[config.mk]
export PLATFORM = sky130hd
export DESIGN_NAME = resolver_readout
export DESIGN_NICKNAME = d
export VERILOG_FILES = /design/src/rtl/rdr_pkg.sv /design/src/rtl/rdr_timer.sv /design/src/rtl/rdr_spi_shift.sv /design/src/rtl/rdr_format.sv /design/src/rtl/resolver_readout.sv
export SDC_FILE = /design/constraint.sdc
export NUM_CORES = 1
export LEC_CHECK = 0
export ABC_CLOCK_PERIOD_IN_PS = 2600
export BUFFER_PORTS_ARGS = -buffer_cell sky130_fd_sc_hd__buf_2
export CAP_MARGIN = 10
export CORE_MARGIN = 1
export CORE_UTILIZATION = 61
export CTS_BUF_LIST = sky130_fd_sc_hd__clkbuf_4
export DETAILED_ROUTE_END_ITERATION = 16
export PLACE_DENSITY_LB_ADDON = 0.05
export SLEW_MARGIN = 10
export SYNTH_ARGS = -nofsm -noshare
export SYNTH_HDL_FRONTEND = slang
export SYNTH_SLANG_ARGS = --single-unit
[constraint.sdc]
create_clock -name clk -period 2.6 [get_ports clk]
set_input_delay 0.78 -clock clk [delete_from_list [all_inputs] [get_ports clk]]
set_output_delay 0.78 -clock clk [all_outputs]
set_load 0.02 [all_outputs]
[src/rtl/rdr_pkg.sv]
// Shared types for the resolver readout sequencer.
// Assumes: request codes and converter mode codes share one 2-bit encoding.
package rdr_pkg;

    typedef enum logic [1:0] {
        K_POS   = 2'b00,
        K_VEL   = 2'b01,
        K_FAULT = 2'b10,
        K_BAD   = 2'b11
    } rdr_kind_e;

    localparam logic [1:0] MODE_CFG = 2'b10;

    typedef enum logic [2:0] {
        S_IDLE,
        S_SETUP,
        S_F_PULSE1,
        S_F_GAP,
        S_XFER,
        S_F_PULSE2,
        S_RELEASE
    } rdr_state_e;

    // Whole system cycles covering a minimum time.
    function automatic int cyc_ceil(input int time_ns, input int period_ns);
        return (time_ns + period_ns - 1) / period_ns;
    endfunction

endpackage

[src/rtl/rdr_timer.sv]
// Down-counter for the minimum settling windows.
// Assumes: load wins over counting; zero is high once the loaded count has run out.
module rdr_timer #(
    parameter int CW = 8
) (
    input  logic          clk,
    input  logic          rst_n,
    input  logic          load,
    input  logic [CW-1:0] load_val,
    output logic          zero
);
    logic [CW-1:0] cnt;

    // Load a new window or count the current one down to zero.
    always_ff @(posedge clk) begin
        if (!rst_n)           cnt <= '0;
        else if (load)        cnt <= load_val;
        else if (cnt != '0)   cnt <= cnt - 1'b1;
    end

    assign zero = (cnt == '0);

    // a loaded window never expires in the following cycle unless it was 1 or less
    a_r2_timer_holds: assert property (@(posedge clk) disable iff (!rst_n)
        (load && load_val > CW'(1)) |=> !zero);
endmodule

[src/rtl/rdr_spi_shift.sv]
// Minimal SPI mode-3 shifter: one W-bit transfer per start pulse.
// Assumes: start arrives only while idle; HALF system cycles per clock half.
module rdr_spi_shift #(
    parameter int W    = 16,
    parameter int HALF = 2
) (
    input  logic         clk,
    input  logic         rst_n,
    input  logic         start,
    input  logic [W-1:0] tx_word,
    output logic         done,
    output logic [W-1:0] rx_word,
    output logic         sclk,
    output logic         cs_n,
    output logic         mosi,
    input  logic         miso
);
    localparam int HCW = $clog2(HALF) + 1;
    localparam int BCW = $clog2(W);

    typedef enum logic [1:0] {SH_IDLE, SH_LEAD, SH_LOW, SH_HIGH} sh_state_e;

    sh_state_e      st;
    logic [HCW-1:0] hc;
    logic [BCW-1:0] bits;
    logic [W-1:0]   txsr;

    // Walk the clock halves: launch on the falling edge, capture on the rising edge.
    always_ff @(posedge clk) begin
        if (!rst_n) begin
            st <= SH_IDLE; hc <= '0; bits <= '0; txsr <= '0;
            rx_word <= '0; sclk <= 1'b1; cs_n <= 1'b1; mosi <= 1'b0; done <= 1'b0;
        end else begin
            done <= 1'b0;
            case (st)
                SH_IDLE: if (start) begin
                    cs_n <= 1'b0; txsr <= tx_word; bits <= '0;
                    hc <= HCW'(HALF - 1); st <= SH_LEAD;
                end
                SH_LEAD, SH_HIGH: begin
                    if (hc != '0) begin
                        hc <= hc - 1'b1;
                    end else if (st == SH_HIGH && bits == BCW'(W - 1)) begin
                        cs_n <= 1'b1; done <= 1'b1; st <= SH_IDLE;
                    end else begin
                        if (st == SH_HIGH) bits <= bits + 1'b1;
                        sclk <= 1'b0; mosi <= txsr[W-1]; txsr <= txsr << 1;
                        hc <= HCW'(HALF - 1); st <= SH_LOW;
                    end
                end
                SH_LOW: begin
                    if (hc != '0) hc <= hc - 1'b1;
                    else begin
                        sclk <= 1'b1; rx_word <= {rx_word[W-2:0], miso};
                        hc <= HCW'(HALF - 1); st <= SH_HIGH;
                    end
                end
                default: st <= SH_IDLE;
            endcase
        end
    end

    // the clock rests high outside a transfer
    a_r4_sclk_idle_high: assert property (@(posedge clk) disable iff (!rst_n)
        cs_n |-> sclk);
    // MOSI moves only together with a falling clock
    a_r4_mosi_on_fall: assert property (@(posedge clk) disable iff (!rst_n)
        (!$fell(sclk)) |-> $stable(mosi));
endmodule

[src/rtl/rdr_format.sv]
// Aligns a received word according to the request kind and resolution code.
// Assumes: code c means 10 + 2c bits, so the alignment shift is 6 - 2c.
module rdr_format
    import rdr_pkg::*;
(
    input  rdr_kind_e   kind,
    input  logic [1:0]  res_code,
    input  logic        hyst,
    input  logic [15:0] raw,
    output logic [15:0] data
);
    logic [3:0] sh;

    assign sh = 4'd6 - {1'b0, res_code, 1'b0};

    // Choose unsigned, signed or byte formatting per kind.
    always_comb begin
        case (kind)
            K_POS:   data = hyst ? (raw >> sh) : raw;
            K_VEL:   data = 16'($signed(raw) >>> sh);
            K_FAULT: data = {8'h00, raw[7:0]};
            default: data = '0;
        endcase
    end
endmodule

[src/rtl/resolver_readout.sv]
// Sequencer for one converter reading: strobe, mode pins, settle, SPI read, format.
// Assumes: the converter clock period and system period are given in ns;
// minimum windows are rounded up to whole system cycles.
module resolver_readout
    import rdr_pkg::*;
#(
    parameter int SYS_CLK_NS  = 5,
    parameter int CONV_CLK_NS = 122,
    parameter int SCLK_HALF   = 2
) (
    input  logic        clk,
    input  logic        rst_n,
    input  logic        req_valid,
    input  logic [1:0]  req_kind,
    input  logic [1:0]  res_sel,
    input  logic        hyst_en,
    output logic        busy,
    output logic        rsp_valid,
    output logic        rsp_err,
    output logic [15:0] rsp_data,
    output logic        snap_n,
    output logic [1:0]  conv_mode,
    output logic [1:0]  res_code_o,
    output logic        spi_sclk,
    output logic        spi_cs_n,
    output logic        spi_mosi,
    input  logic        spi_miso
);
    localparam int SETUP_CYC = cyc_ceil(6 * CONV_CLK_NS + 20, SYS_CLK_NS);
    localparam int HOLD_CYC  = cyc_ceil(2 * CONV_CLK_NS + 20, SYS_CLK_NS);
    localparam int CW        = $clog2(SETUP_CYC + 1);

    rdr_state_e  st;
    rdr_kind_e   kind_q;
    rdr_kind_e   kind_in;
    logic        hyst_q;
    logic        spi_start, spi_done;
    logic [15:0] spi_rx, fmt_data;
    logic        tmr_load, tmr_zero;
    logic [CW-1:0] tmr_val;

    assign kind_in = rdr_kind_e'(req_kind);
    assign busy    = (st != S_IDLE);

    // Decide when a new minimum window starts and how long it is.
    always_comb begin
        tmr_load = 1'b0;
        tmr_val  = '0;
        case (st)
            S_IDLE: if (req_valid) begin
                if (kind_in == K_POS || kind_in == K_VEL) begin
                    tmr_load = 1'b1; tmr_val = CW'(SETUP_CYC);
                end else if (kind_in == K_FAULT) begin
                    tmr_load = 1'b1; tmr_val = CW'(HOLD_CYC);
                end
            end
            S_F_PULSE1, S_F_PULSE2: if (tmr_zero) begin
                tmr_load = 1'b1; tmr_val = CW'(HOLD_CYC);
            end
            S_XFER: if (spi_done) begin
                tmr_load = 1'b1; tmr_val = CW'(HOLD_CYC);
            end
            default: ;
        endcase
    end

    rdr_timer #(.CW(CW)) u_timer (
        .clk(clk), .rst_n(rst_n), .load(tmr_load), .load_val(tmr_val), .zero(tmr_zero)
    );

    rdr_spi_shift #(.W(16), .HALF(SCLK_HALF)) u_spi (
        .clk(clk), .rst_n(rst_n), .start(spi_start),
        .tx_word((kind_q == K_FAULT) ? 16'hFFFF : 16'h0000),
        .done(spi_done), .rx_word(spi_rx),
        .sclk(spi_sclk), .cs_n(spi_cs_n), .mosi(spi_mosi), .miso(spi_miso)
    );

    rdr_format u_fmt (
        .kind(kind_q), .res_code(res_code_o), .hyst(hyst_q), .raw(spi_rx), .data(fmt_data)
    );

    // Step through the strobe, settle, transfer and release phases.
    always_ff @(posedge clk) begin
        if (!rst_n) begin
            st <= S_IDLE; kind_q <= K_POS; hyst_q <= 1'b1; res_code_o <= 2'b01;
            snap_n <= 1'b1; conv_mode <= MODE_CFG; spi_start <= 1'b0;
            rsp_valid <= 1'b0; rsp_err <= 1'b0; rsp_data <= '0;
        end else begin
            rsp_valid <= 1'b0;
            rsp_err   <= 1'b0;
            spi_start <= 1'b0;
            case (st)
                S_IDLE: if (req_valid) begin
                    kind_q <= kind_in;
                    case (kind_in)
                        K_POS, K_VEL: begin
                            res_code_o <= res_sel; hyst_q <= hyst_en;
                            snap_n <= 1'b0; conv_mode <= req_kind; st <= S_SETUP;
                        end
                        K_FAULT: begin
                            snap_n <= 1'b0; conv_mode <= MODE_CFG; st <= S_F_PULSE1;
                        end
                        default: begin
                            rsp_valid <= 1'b1; rsp_err <= 1'b1; rsp_data <= '0;
                        end
                    endcase
                end
                S_SETUP, S_F_GAP: if (tmr_zero) begin
                    spi_start <= 1'b1; st <= S_XFER;
                end
                S_F_PULSE1: if (tmr_zero) begin
                    snap_n <= 1'b1; st <= S_F_GAP;
                end
                S_XFER: if (spi_done) begin
                    rsp_valid <= 1'b1; rsp_data <= fmt_data;
                    if (kind_q == K_FAULT) begin
                        snap_n <= 1'b0; st <= S_F_PULSE2;
                    end else begin
                        snap_n <= 1'b1; st <= S_RELEASE;
                    end
                end
                S_F_PULSE2: if (tmr_zero) begin
                    snap_n <= 1'b1; st <= S_RELEASE;
                end
                S_RELEASE: if (tmr_zero) st <= S_IDLE;
                default: st <= S_IDLE;
            endcase
        end
    end

    // a data response is a single-cycle pulse
    a_r8_single_pulse: assert property (@(posedge clk) disable iff (!rst_n)
        (rsp_valid && !rsp_err) |=> !rsp_valid);
    // the error flag only travels with a response
    a_r10_err_with_valid: assert property (@(posedge clk) disable iff (!rst_n)
        rsp_err |-> rsp_valid);
    // the sample strobe is held low across a read transfer
    a_r2_snap_low_in_read: assert property (@(posedge clk) disable iff (!rst_n)
        (!spi_cs_n && kind_q != K_FAULT) |-> !snap_n);
    // the fault register is read in configuration mode with the strobe high
    a_r9_cfg_during_read: assert property (@(posedge clk) disable iff (!rst_n)
        (!spi_cs_n && kind_q == K_FAULT) |-> (conv_mode == MODE_CFG && snap_n));
    // configuration pins hold while a sequence runs
    a_r11_pins_hold: assert property (@(posedge clk) disable iff (!rst_n)
        busy |=> ($stable(res_code_o) && $stable(conv_mode)));
endmodule

Yosys cells after proc, flatten, opt, wreduce, memory -nomap -nowiden
Index checks and enable logic that the tools add are counted.
{"block": "totals", "memories": 0, "input_bits": 9, "register_bits": 82, "romBits": 0, "output_inout_bits": 27, "wordCells": 166, "ram_bits": 0, "latchBits": 0}
{"block": "classes", "n_bitwise": 4, "mul": 0, "order_cmp": 0, "n_shift": 2, "n_div": 0, "eq_ne": 31, "n_mux": 67, "n_reduce_logical": 38, "addsub": 4}
{"op": "16-bit 2-to-1 mux", "n": 8}
{"op": "16-bit case mux with 2 select lines", "n": 2}
{"op": "16-bit case mux with 3 select lines", "n": 1}
{"op": "8-bit 2-to-1 mux", "n": 4}
{"op": "8-bit case mux with 3 select lines", "n": 1}
{"op": "2-bit inequality test, second input constant", "n": 11}
{"op": "1-bit 2-to-1 mux", "n": 19}
{"op": "3-bit 2-to-1 mux", "n": 6}
{"op": "6-bit 2-to-1 mux", "n": 3}
{"op": "3-bit case mux with 6 select lines", "n": 1}
{"op": "2-bit 2-to-1 mux", "n": 8}
{"op": "4-bit 2-to-1 mux", "n": 4}
{"op": "4-bit AND reduction", "n": 4}
{"op": "16-bit by 4-bit right shift with 16-bit output", "n": 1}
{"op": "16-bit by 4-bit >>> shifter with 16-bit output", "n": 1}
{"op": "2-bit case mux with 3 select lines", "n": 2}
{"op": "3-bit AND reduction", "n": 4}
{"op": "2-bit nonzero test", "n": 6}
{"op": "2-bit AND reduction", "n": 5}
{"op": "5-bit AND reduction", "n": 2}
{"op": "3-bit == test, second input constant", "n": 3}
{"op": "2-bit == test, second input constant", "n": 4}
{"op": "8-bit zero test", "n": 1}
{"op": "2-bit by 1-bit inequality test with 1-bit output, second input constant", "n": 4}
{"op": "25 further kinds", "n": 41}

Depth between registers and ports, before layout
Gate-level depths: netlist (run 1).
{"block": "logic_depth", "word_depth": 6, "ltp_mapped": 8, "ltp_nobuf": 6}

Cells and area by module
Synthesis (run 1) repeated with hierarchy kept, for this count alone.
{"block": "hier_totals", "cells_unflattened": 514, "area_unflattened_um2": 4405.5}
{"module": "rdr_spi_shift", "cells_per_inst": 229, "seq_area_each_um2": 880.8, "area_each_um2": 2015.7, "instances": 1}
{"module": "resolver_readout", "cells_per_inst": 150, "seq_area_each_um2": 600.6, "area_each_um2": 1317.5, "instances": 1}
{"module": "rdr_format", "cells_per_inst": 84, "seq_area_each_um2": 0.0, "area_each_um2": 614.3, "instances": 1}
{"module": "rdr_timer", "cells_per_inst": 51, "seq_area_each_um2": 160.2, "area_each_um2": 457.9, "instances": 1}

Worst setup path before layout (run 1)
Ideal clock, no wire load.
{"block": "synth_timing", "path_type": "input -> register", "start": "input port req_valid", "end": "register conv_mode[0]", "stages": 5, "slack_ps": 687, "arrival_ps": 1835, "path_cell_list": "or4b_2 > buf_2 > nor2_4 > nor2_1 > nor3_1"}
{"block": "synth_between", "elab_chain_len": 1}
{"item": "start: declaration", "line_no": "resolver_readout.sv:13", "text": "input logic req_valid,"}
{"item": "3-bit AND reduction (no source line)"}
{"item": "end signal: assignment", "line_no": "resolver_readout.sv:86", "text": "snap_n <= 1'b1; conv_mode <= MODE_CFG; spi_start <= 1'b0;"}
{"item": "end signal: assignment", "line_no": "resolver_readout.sv:98", "text": "snap_n <= 1'b0; conv_mode <= req_kind; st <= S_SETUP;"}
{"item": "end signal: assignment", "line_no": "resolver_readout.sv:101", "text": "snap_n <= 1'b0; conv_mode <= MODE_CFG; st <= S_F_PULSE1;"}
{"item": "end: declaration", "line_no": "resolver_readout.sv:22", "text": "output logic [1:0] conv_mode,"}
No other way between the ends.
A chain may end at the register's enable or synchronous reset.

Worst setup path in the final report (run 1)
{"block": "layout_timing", "start": "register st[1]", "end": "output port busy"}
{"block": "layout_between", "elab_chain_len": 1}
{"item": "start: declaration", "line_no": "resolver_readout.sv:33", "text": "rdr_state_e st;"}
{"item": "start signal: assignment", "line_no": "resolver_readout.sv:85", "text": "st <= S_IDLE; kind_q <= K_POS; hyst_q <= 1'b1; res_code_o <= 2'b01;"}
{"item": "start signal: assignment", "line_no": "resolver_readout.sv:98"}
{"item": "start signal: assignment", "line_no": "resolver_readout.sv:101"}
{"item": "3-bit nonzero test", "line_no": "resolver_readout.sv:43", "text": "assign busy = (st != S_IDLE);"}
{"item": "end: declaration", "line_no": "resolver_readout.sv:17", "text": "output logic busy,"}
No other way between the ends.

==> impl_metrics.py, run 1 <==
metrics = {
    "synth": {
        "yosysUniqueCellTypes": 67,
        "synth_xor_area_share_pct": 1.316,
        "yosys-top-cells-area": "dfxtp_1 41%, nand2_1 8.8%, a21oi_1 4.5%",
        "syn_avg_cell_area_um2": 8.441,
        "synth_adder_area_share_pct": 2.507,
        "synth-edff-count": 0,
        "synth_common_cells": "94 x nand2_1, 82 x dfxtp_1, 36 x a21oi_1",
        "netlist_area_mm2": 0.003993,
        "synth.top_cell.area_share_pct": 41.12,
        "synthArstFlopShare_pct": 0,
        "syn_inst": 473,
        "yosysSeqAreaShare_pct": 41.12,
        "synth_mux_area_share_pct": 4.137,
        "synth_seq_cells": 82,
        "synth_ff_type": "dfxtp_1",
        "synth_nets": 490,
        "yosysMostFrequentCell": "nand2_1",
        "synth-compound-area-share_pct": 21.97,
        "yosys.area_share.simple_pct": 25.16,
        "synth_top_family_by_area": "simple AND/OR/NAND/NOR gates",
        "yosysTopAreaCell": "dfxtp_1",
        "yosys_warnings": 0,
    },
    "routing": {
        "routed_wl_um": 9021,
        "drt-pass1-iter-count": 5,
        "drc_errors": 0,
        "drtIter0Drc": 264,
        "antenna_left": 0,
        "via_per_inst": 6.171,
        "routedWlPerCell_um": 15.58,
        "route.vias.total": 3573,
    },
    "clock_tree": {
        "clockBufferDepth": 2,
        "cts-htree-levels": 3,
        "cts_made_buffers": 9,
        "post_cts_buffers": 0,
        "cts_tree": "built",
        "ctsResizeCount": 0,
        "cts_hold_buf": 0,
        "clk_pin_slew_ps": 140,
        "clock_latency_ps": 430,
        "cts_root_buf": "clkbuf_4",
        "clkSinkCount": 82,
    },
    "power": {
        "leakage_nw": 1.603,
        "switching_share_pct": 37.69,
        "internal_power_w": 0.002138,
        "pwr-share-comb_pct": 32.9,
        "vdd_drop_max_v": 0.0005497,
        "powerDensity_mw_per_mm2": 792.1,
        "clock_power_share_pct": 21.6,
        "switchingPower_w": 0.001293,
        "pwr-share-seq_pct": 45.6,
    },
    "floorplan": {
        "rows": 29,
        "ios": 36,
        "die-height_um": 82.90,
        "dieArea_mm2": 0.006872,
        "dieWidth_um": 82.90,
        "coreArea_mm2": 0.006350,
        "initial_core_util_pct": 62.88,
    },
    "sta": {
        "finalSetupTns_ps": 0,
        "slew_violations": 0,
        "skew_ps": 17.44,
        "fin_crit_ps": 2288,
        "relSlewSlack_pct": 29.81,
        "min_period_over_period_pct": 87.99,
        "fmax_ghz": 0.4371,
        "tightest_slew_ps": 1051,
        "setup_viol": 0,
        "finalHoldViolCount": 0,
        "rsz0062_at_grt": "no",
    },
    "placed_design": {
        "gp_congestion": 0.8742,
        "place_area_mm2": 0.004195,
        "dp.final_hpwl_um": 6231,
        "io_buffer_count": 35,
    },
    "grt": {
        "grt_antenna_before_repair": 0,
        "grt_max_degree": 54,
        "overflow": 0,
        "grt_pass1_wl_um": 15500,
        "grt_pass1_vias": 3337,
        "grt.total_usage_pct": 27.47,
    },
    "worst_setup_path": {
        "crit_required_ps": 1820,
        "critPathMaxFanout": 16,
        "crit_family": "flip-flops",
        "path_class": "reg2out",
        "path_depth": 2,
        "crit_path_start_kind": "flip-flop",
        "critical_path.max_stage_delay_ps": 490,
        "reg2regPathDepth": 4,
        "cpMaxStageDelayCell": "dfxtp_1",
        "path_buf_inv": 1,
        "critPathCaptureType": "primary output",
        "arrival_ps": 1510,
        "worstPathCellList": "or3_1, buf_2",
    },
    "worst_hold_path": {
        "holdPathStages": 2,
        "hold_class": "reg2reg",
    },
    "layout": {
        "diodes": 0,
        "final_area_mm2": 0.004332,
        "multi_input_area_mm2": 0.002200,
        "final_nets": 514,
        "areaGrowthSynthToFinish_pct": 8.493,
        "fillers": 543,
        "seq_area_mm2": 0.001642,
        "drive_gt1_share_pct": 16.53,
    },
    "run": {
        "drv_cap": 0,
    },
    "outcome": {
        "status": "complete, no violations",
    },
}
==> cell families (layout without fill, tap and decap cells) <==
kind of cell	count (synthesis)	count (layout)
AO/OA/AOI/OAI	131	131
XOR/XNOR	6	6
adder cells (fa/ha/maj)	8	8
buffers and inverters	38	67
flip-flops	82	82
multiplexers	12	12
AND/OR/NAND/NOR	196	196
==> cell usage in the layout, fill, tap and decap left out, types with 3 or more instances in the layout <==
| cell type | count |
|---|---|
| nor2_1 | 24 |
| and2_1 | 3 |
| o2111ai_1 | 3 |
| inv_1 | 9 |
| a21oi_1 | 36 |
| dfxtp_1 | 82 |
| nor4_1 | 4 |
| or3b_2 | 4 |
| a31oi_1 | 16 |
| o31ai_1 | 4 |
| xnor2_1 | 5 |
| a211oi_1 | 8 |
| clkbuf_4 | 9 |
| mux2i_1 | 6 |
| o21ai_0 | 25 |
| mux4_2 | 3 |
| nand3_1 | 6 |
| nand3b_1 | 4 |
| buf_4 | 6 |
| nand2b_1 | 7 |
| nor3_1 | 9 |
| a2bb2oi_1 | 3 |
| o22ai_1 | 3 |
| nor2b_1 | 8 |
| a211oi_2 | 3 |
| a221o_1 | 6 |
| nand4_1 | 5 |
| ha_1 | 8 |
| and3_1 | 4 |
| nand2_1 | 94 |
| or2_2 | 5 |
| a2111oi_0 | 3 |
| buf_2 | 35 |
==> power groups by stage <==
stage               clock, W  sequential [W]  combinational, W
floorplan                  0         0.00154          0.000910
global placement           0         0.00158           0.00110
detailed placement         0         0.00158           0.00112
CTS                 0.000745         0.00156           0.00112
global route        0.000802         0.00159           0.00125
finish              0.000741         0.00156           0.00113
==> through the flow <==
stage | utilization (%) | setup slack (ps) | hold WS (ps) | instances | power (W)
final | 68.22 | 312.3 | 465.6 | 579 | 0.003431
after global routing | 68.22 | 234.7 | 493.4 | 579 | 0.003642
after CTS | 68.22 | 310.8 | 467.2 | 579 | 0.003429
after detailed placement | 66.07 | 222.9 | 445.5 | 563 | 0.002704
after global placement | 66.07 | 260.6 | 431.4 | 563 | 0.002681
after floorplan | - | 687.2 | 436.6 | 473 | 0.002452
==> tightest hold or removal path, stage by stage (launching register included) <==
cell and delay [ps]:
dfxtp_1 330, nand2_1 50, a21oi_1 50
==> path summary, 6_finish.rpt <==
check	slack, ps	endpoint	start
max	310	busy	st[1]
min	470	u_spi.txsr[0]	u_spi.txsr[0]
max reg2reg	390	rsp_data[6]	st[1]
min reg2reg	470	u_spi.txsr[0]	u_spi.txsr[0]
==> registers in the layout, summed over array words and instances (netlist names), 2 cells and up, named ones only <==
signal / flops
rsp_data: 16
u_spi.rx_word: 16
u_spi.txsr: 16
u_timer.cnt: 8
u_spi.bits: 4
st: 3
conv_mode: 2
kind_q: 2
res_code_o: 2
u_spi.hc: 2
==> layer usage <==
layer,vias up,routed length (um),GRT usage (%)
met5,-,0,0
met4,0,122,9.718
met3,12,413,5.169
met2,94,4297,44.34
met1,1703,4187,36.83
li1,1764,-,-
==> area by class of cell <==
type	instances	share of cell area, %
inverters	10	0.8666
well taps	77	2.224
multi-input cells	353	50.78
clock buffers	9	1.560
flip-flops and latches	82	37.90
clock inverters	7	1.589
repair buffers	41	5.084
(Power assumes the default switching activity.)
==> inputs of run 2 (changes only) <==
--- a/config.mk
+++ b/config.mk
@@ -8,9 +8,12 @@
 export ABC_CLOCK_PERIOD_IN_PS = 2600
 export BUFFER_PORTS_ARGS = -buffer_cell sky130_fd_sc_hd__buf_2
 export CAP_MARGIN = 10
+export CELL_PAD_IN_SITES_DETAIL_PLACEMENT = 1
+export CELL_PAD_IN_SITES_GLOBAL_PLACEMENT = 1
 export CORE_MARGIN = 1
-export CORE_UTILIZATION = 61
+export CORE_UTILIZATION = 47
 export CTS_BUF_LIST = sky130_fd_sc_hd__clkbuf_4
+export CTS_CLUSTER_SIZE = 8
 export DETAILED_ROUTE_END_ITERATION = 16
 export PLACE_DENSITY_LB_ADDON = 0.05
 export SLEW_MARGIN = 10
==> run 2 against run 1 <==
Net effect:
- setup slack better by 17 ps
- die area is 29% higher
- global-route usage is 2.0 points lower
- combinational power is 5% higher
- hold slack better by 5.3 ps
==> impl_metrics.py, run 2 (synthesized netlist as in run 1, its figures left out) <==
metrics = {
    "clock_tree": {
        "cts-htree-levels": 3,
        "cts_tree": "built",
        "clk_pin_slew_ps": 150,
        "post_cts_buffers": 0,
        "cts_made_buffers": 9,
        "cts_hold_buf": 0,
        "clock_latency_ps": 430,
        "clkSinkCount": 82,
        "clockBufferDepth": 2,
        "cts_root_buf": "clkbuf_4",
        "ctsResizeCount": 0,
    },
    "routing": {
        "routed_wl_um": 10620,
        "route.vias.total": 3615,
        "drtIter0Drc": 110,
        "antenna_left": 0,
        "via_per_inst": 5.936,
        "routedWlPerCell_um": 17.44,
        "drt-pass1-iter-count": 4,
        "drc_errors": 0,
    },
    "floorplan": {
        "initial_core_util_pct": 48.59,
        "ios": 36,
        "dieWidth_um": 94.17,
        "die-height_um": 94.17,
        "dieArea_mm2": 0.008867,
        "coreArea_mm2": 0.008217,
        "rows": 33,
    },
    "power": {
        "pwr-share-seq_pct": 42.5,
        "pwr-share-comb_pct": 32.5,
        "leakage_nw": 1.628,
        "switchingPower_w": 0.001399,
        "p_total_w": 0.003663,
        "internal_power_w": 0.002265,
        "clock_power_share_pct": 25.1,
        "switching_share_pct": 38.19,
        "powerDensity_mw_per_mm2": 828.7,
        "vdd_drop_max_v": 0.0006195,
    },
    "layout": {
        "drive_gt1_share_pct": 17.26,
        "diodes": 0,
        "final_common_cell": "nand2_1",
        "reg_top3": "rsp_data (16), u_spi.rx_word (16), u_spi.txsr (16)",
        "layout_common_cells": "94 x nand2_1, 82 x dfxtp_1, 36 x a21oi_1",
        "areaGrowthSynthToFinish_pct": 10.72,
        "final_nets": 516,
        "fillers": 1010,
    },
    "worst_setup_path": {
        "critPathMaxFanout": 16,
        "rrSetupSlack_ps": 380,
        "reg2regPathDepth": 6,
        "path_class": "reg2out",
        "critPathCaptureType": "primary output",
        "crit_path_start": "st[1]",
        "crit_path_start_kind": "flip-flop",
        "crit_required_ps": 1820,
        "arrival_ps": 1490,
    },
    "sta": {
        "finalSetupTns_ps": 0,
        "fin_crit_ps": 2271,
        "relSlewSlack_pct": 31.21,
        "setup_viol": 0,
        "slew_violations": 0,
        "tightest_slew_ps": 1030,
        "rsz0062_at_grt": "no",
        "fmax_ghz": 0.4404,
        "min_period_over_period_pct": 87.34,
        "skew_ps": 16.15,
        "finalHoldViolCount": 0,
    },
    "worst_hold_path": {
        "hold_class": "reg2reg",
        "holdPathStages": 2,
        "hold_start": "u_spi.txsr[0]",
    },
    "grt": {
        "grt_pass1_wl_um": 17680,
        "grt_antenna_before_repair": 0,
        "grt_max_degree": 54,
        "grt.total_usage_pct": 25.44,
        "grt_pass1_vias": 3438,
        "overflow": 0,
    },
    "run": {
        "drv_cap": 0,
    },
    "placed_design": {
        "io_buffer_count": 35,
        "dp.final_hpwl_um": 7500,
        "gp_congestion": 0.8175,
    },
    "outcome": {
        "status": "complete, no violations",
    },
}
run 2: cell types whose count changed in the layout (fill, tap and decap cells not counted), sizes merged:
cell      previous run  this run
clkinvlp             0         1
buf                 41        43
inv                 11        14
bufinv               1         2
clkinv               5         0
run 2: area by class of cell:
class / count / area, um2 / area share (%)
clock inverter: 7 / 107.6 / 2.434
multi-input combinational: 353 / 2200 / 49.76
timing repair buffer: 43 / 235.2 / 5.321
inverter: 10 / 37.54 / 0.8491
sequential: 82 / 1642 / 37.14
clock buffer: 9 / 67.56 / 1.528
tap: 105 / 131.4 / 2.972
run 2: per-layer routing:
metal | share of wire [%] | GRT usage (%)
met4 | 0.74 | 7.564
met2 | 49 | 41.49
met5 | 0 | 0
met1 | 48 | 34.68
met3 | 2.6 | 3.398
run 2: metrics by stage:
step	setup WS (ps)	cells	hold slack, ps	util (%)	instance area (um2)
global placement	221.5	593	431.0	51.67	4245
finish	329.3	609	471.0	53.80	4420
floorplan	687.2	473	436.6	-	3993
CTS	310.3	609	475.3	53.80	4420
global route	180.6	609	502.7	53.80	4420
detailed placement	173.1	593	447.8	51.67	4245
run 2: worst paths after layout:
| kind | end |
|---|---|
| setup / recovery | busy |
| hold / removal | u_spi.txsr[0] |
| setup reg to reg | u_spi.txsr[11] |
| hold reg to reg | u_spi.txsr[0] |
run 2: power groups by stage:
stage,logic [W],registers [W],clock network [W]
6_report,0.00119,0.00156,0.000918
5_1_grt,0.00131,0.00158,0.000987
4_1_cts,0.00119,0.00155,0.000937
3_5_place_dp,0.00118,0.00158,0
3_3_place_gp,0.00114,0.00157,0
2_1_floorplan,0.000910,0.00154,0
run 2: worst max-delay path, cell delays in order (launching register included):
cell and delay, ps:
dfxtp_1 490, or3_1 400, buf_2 170
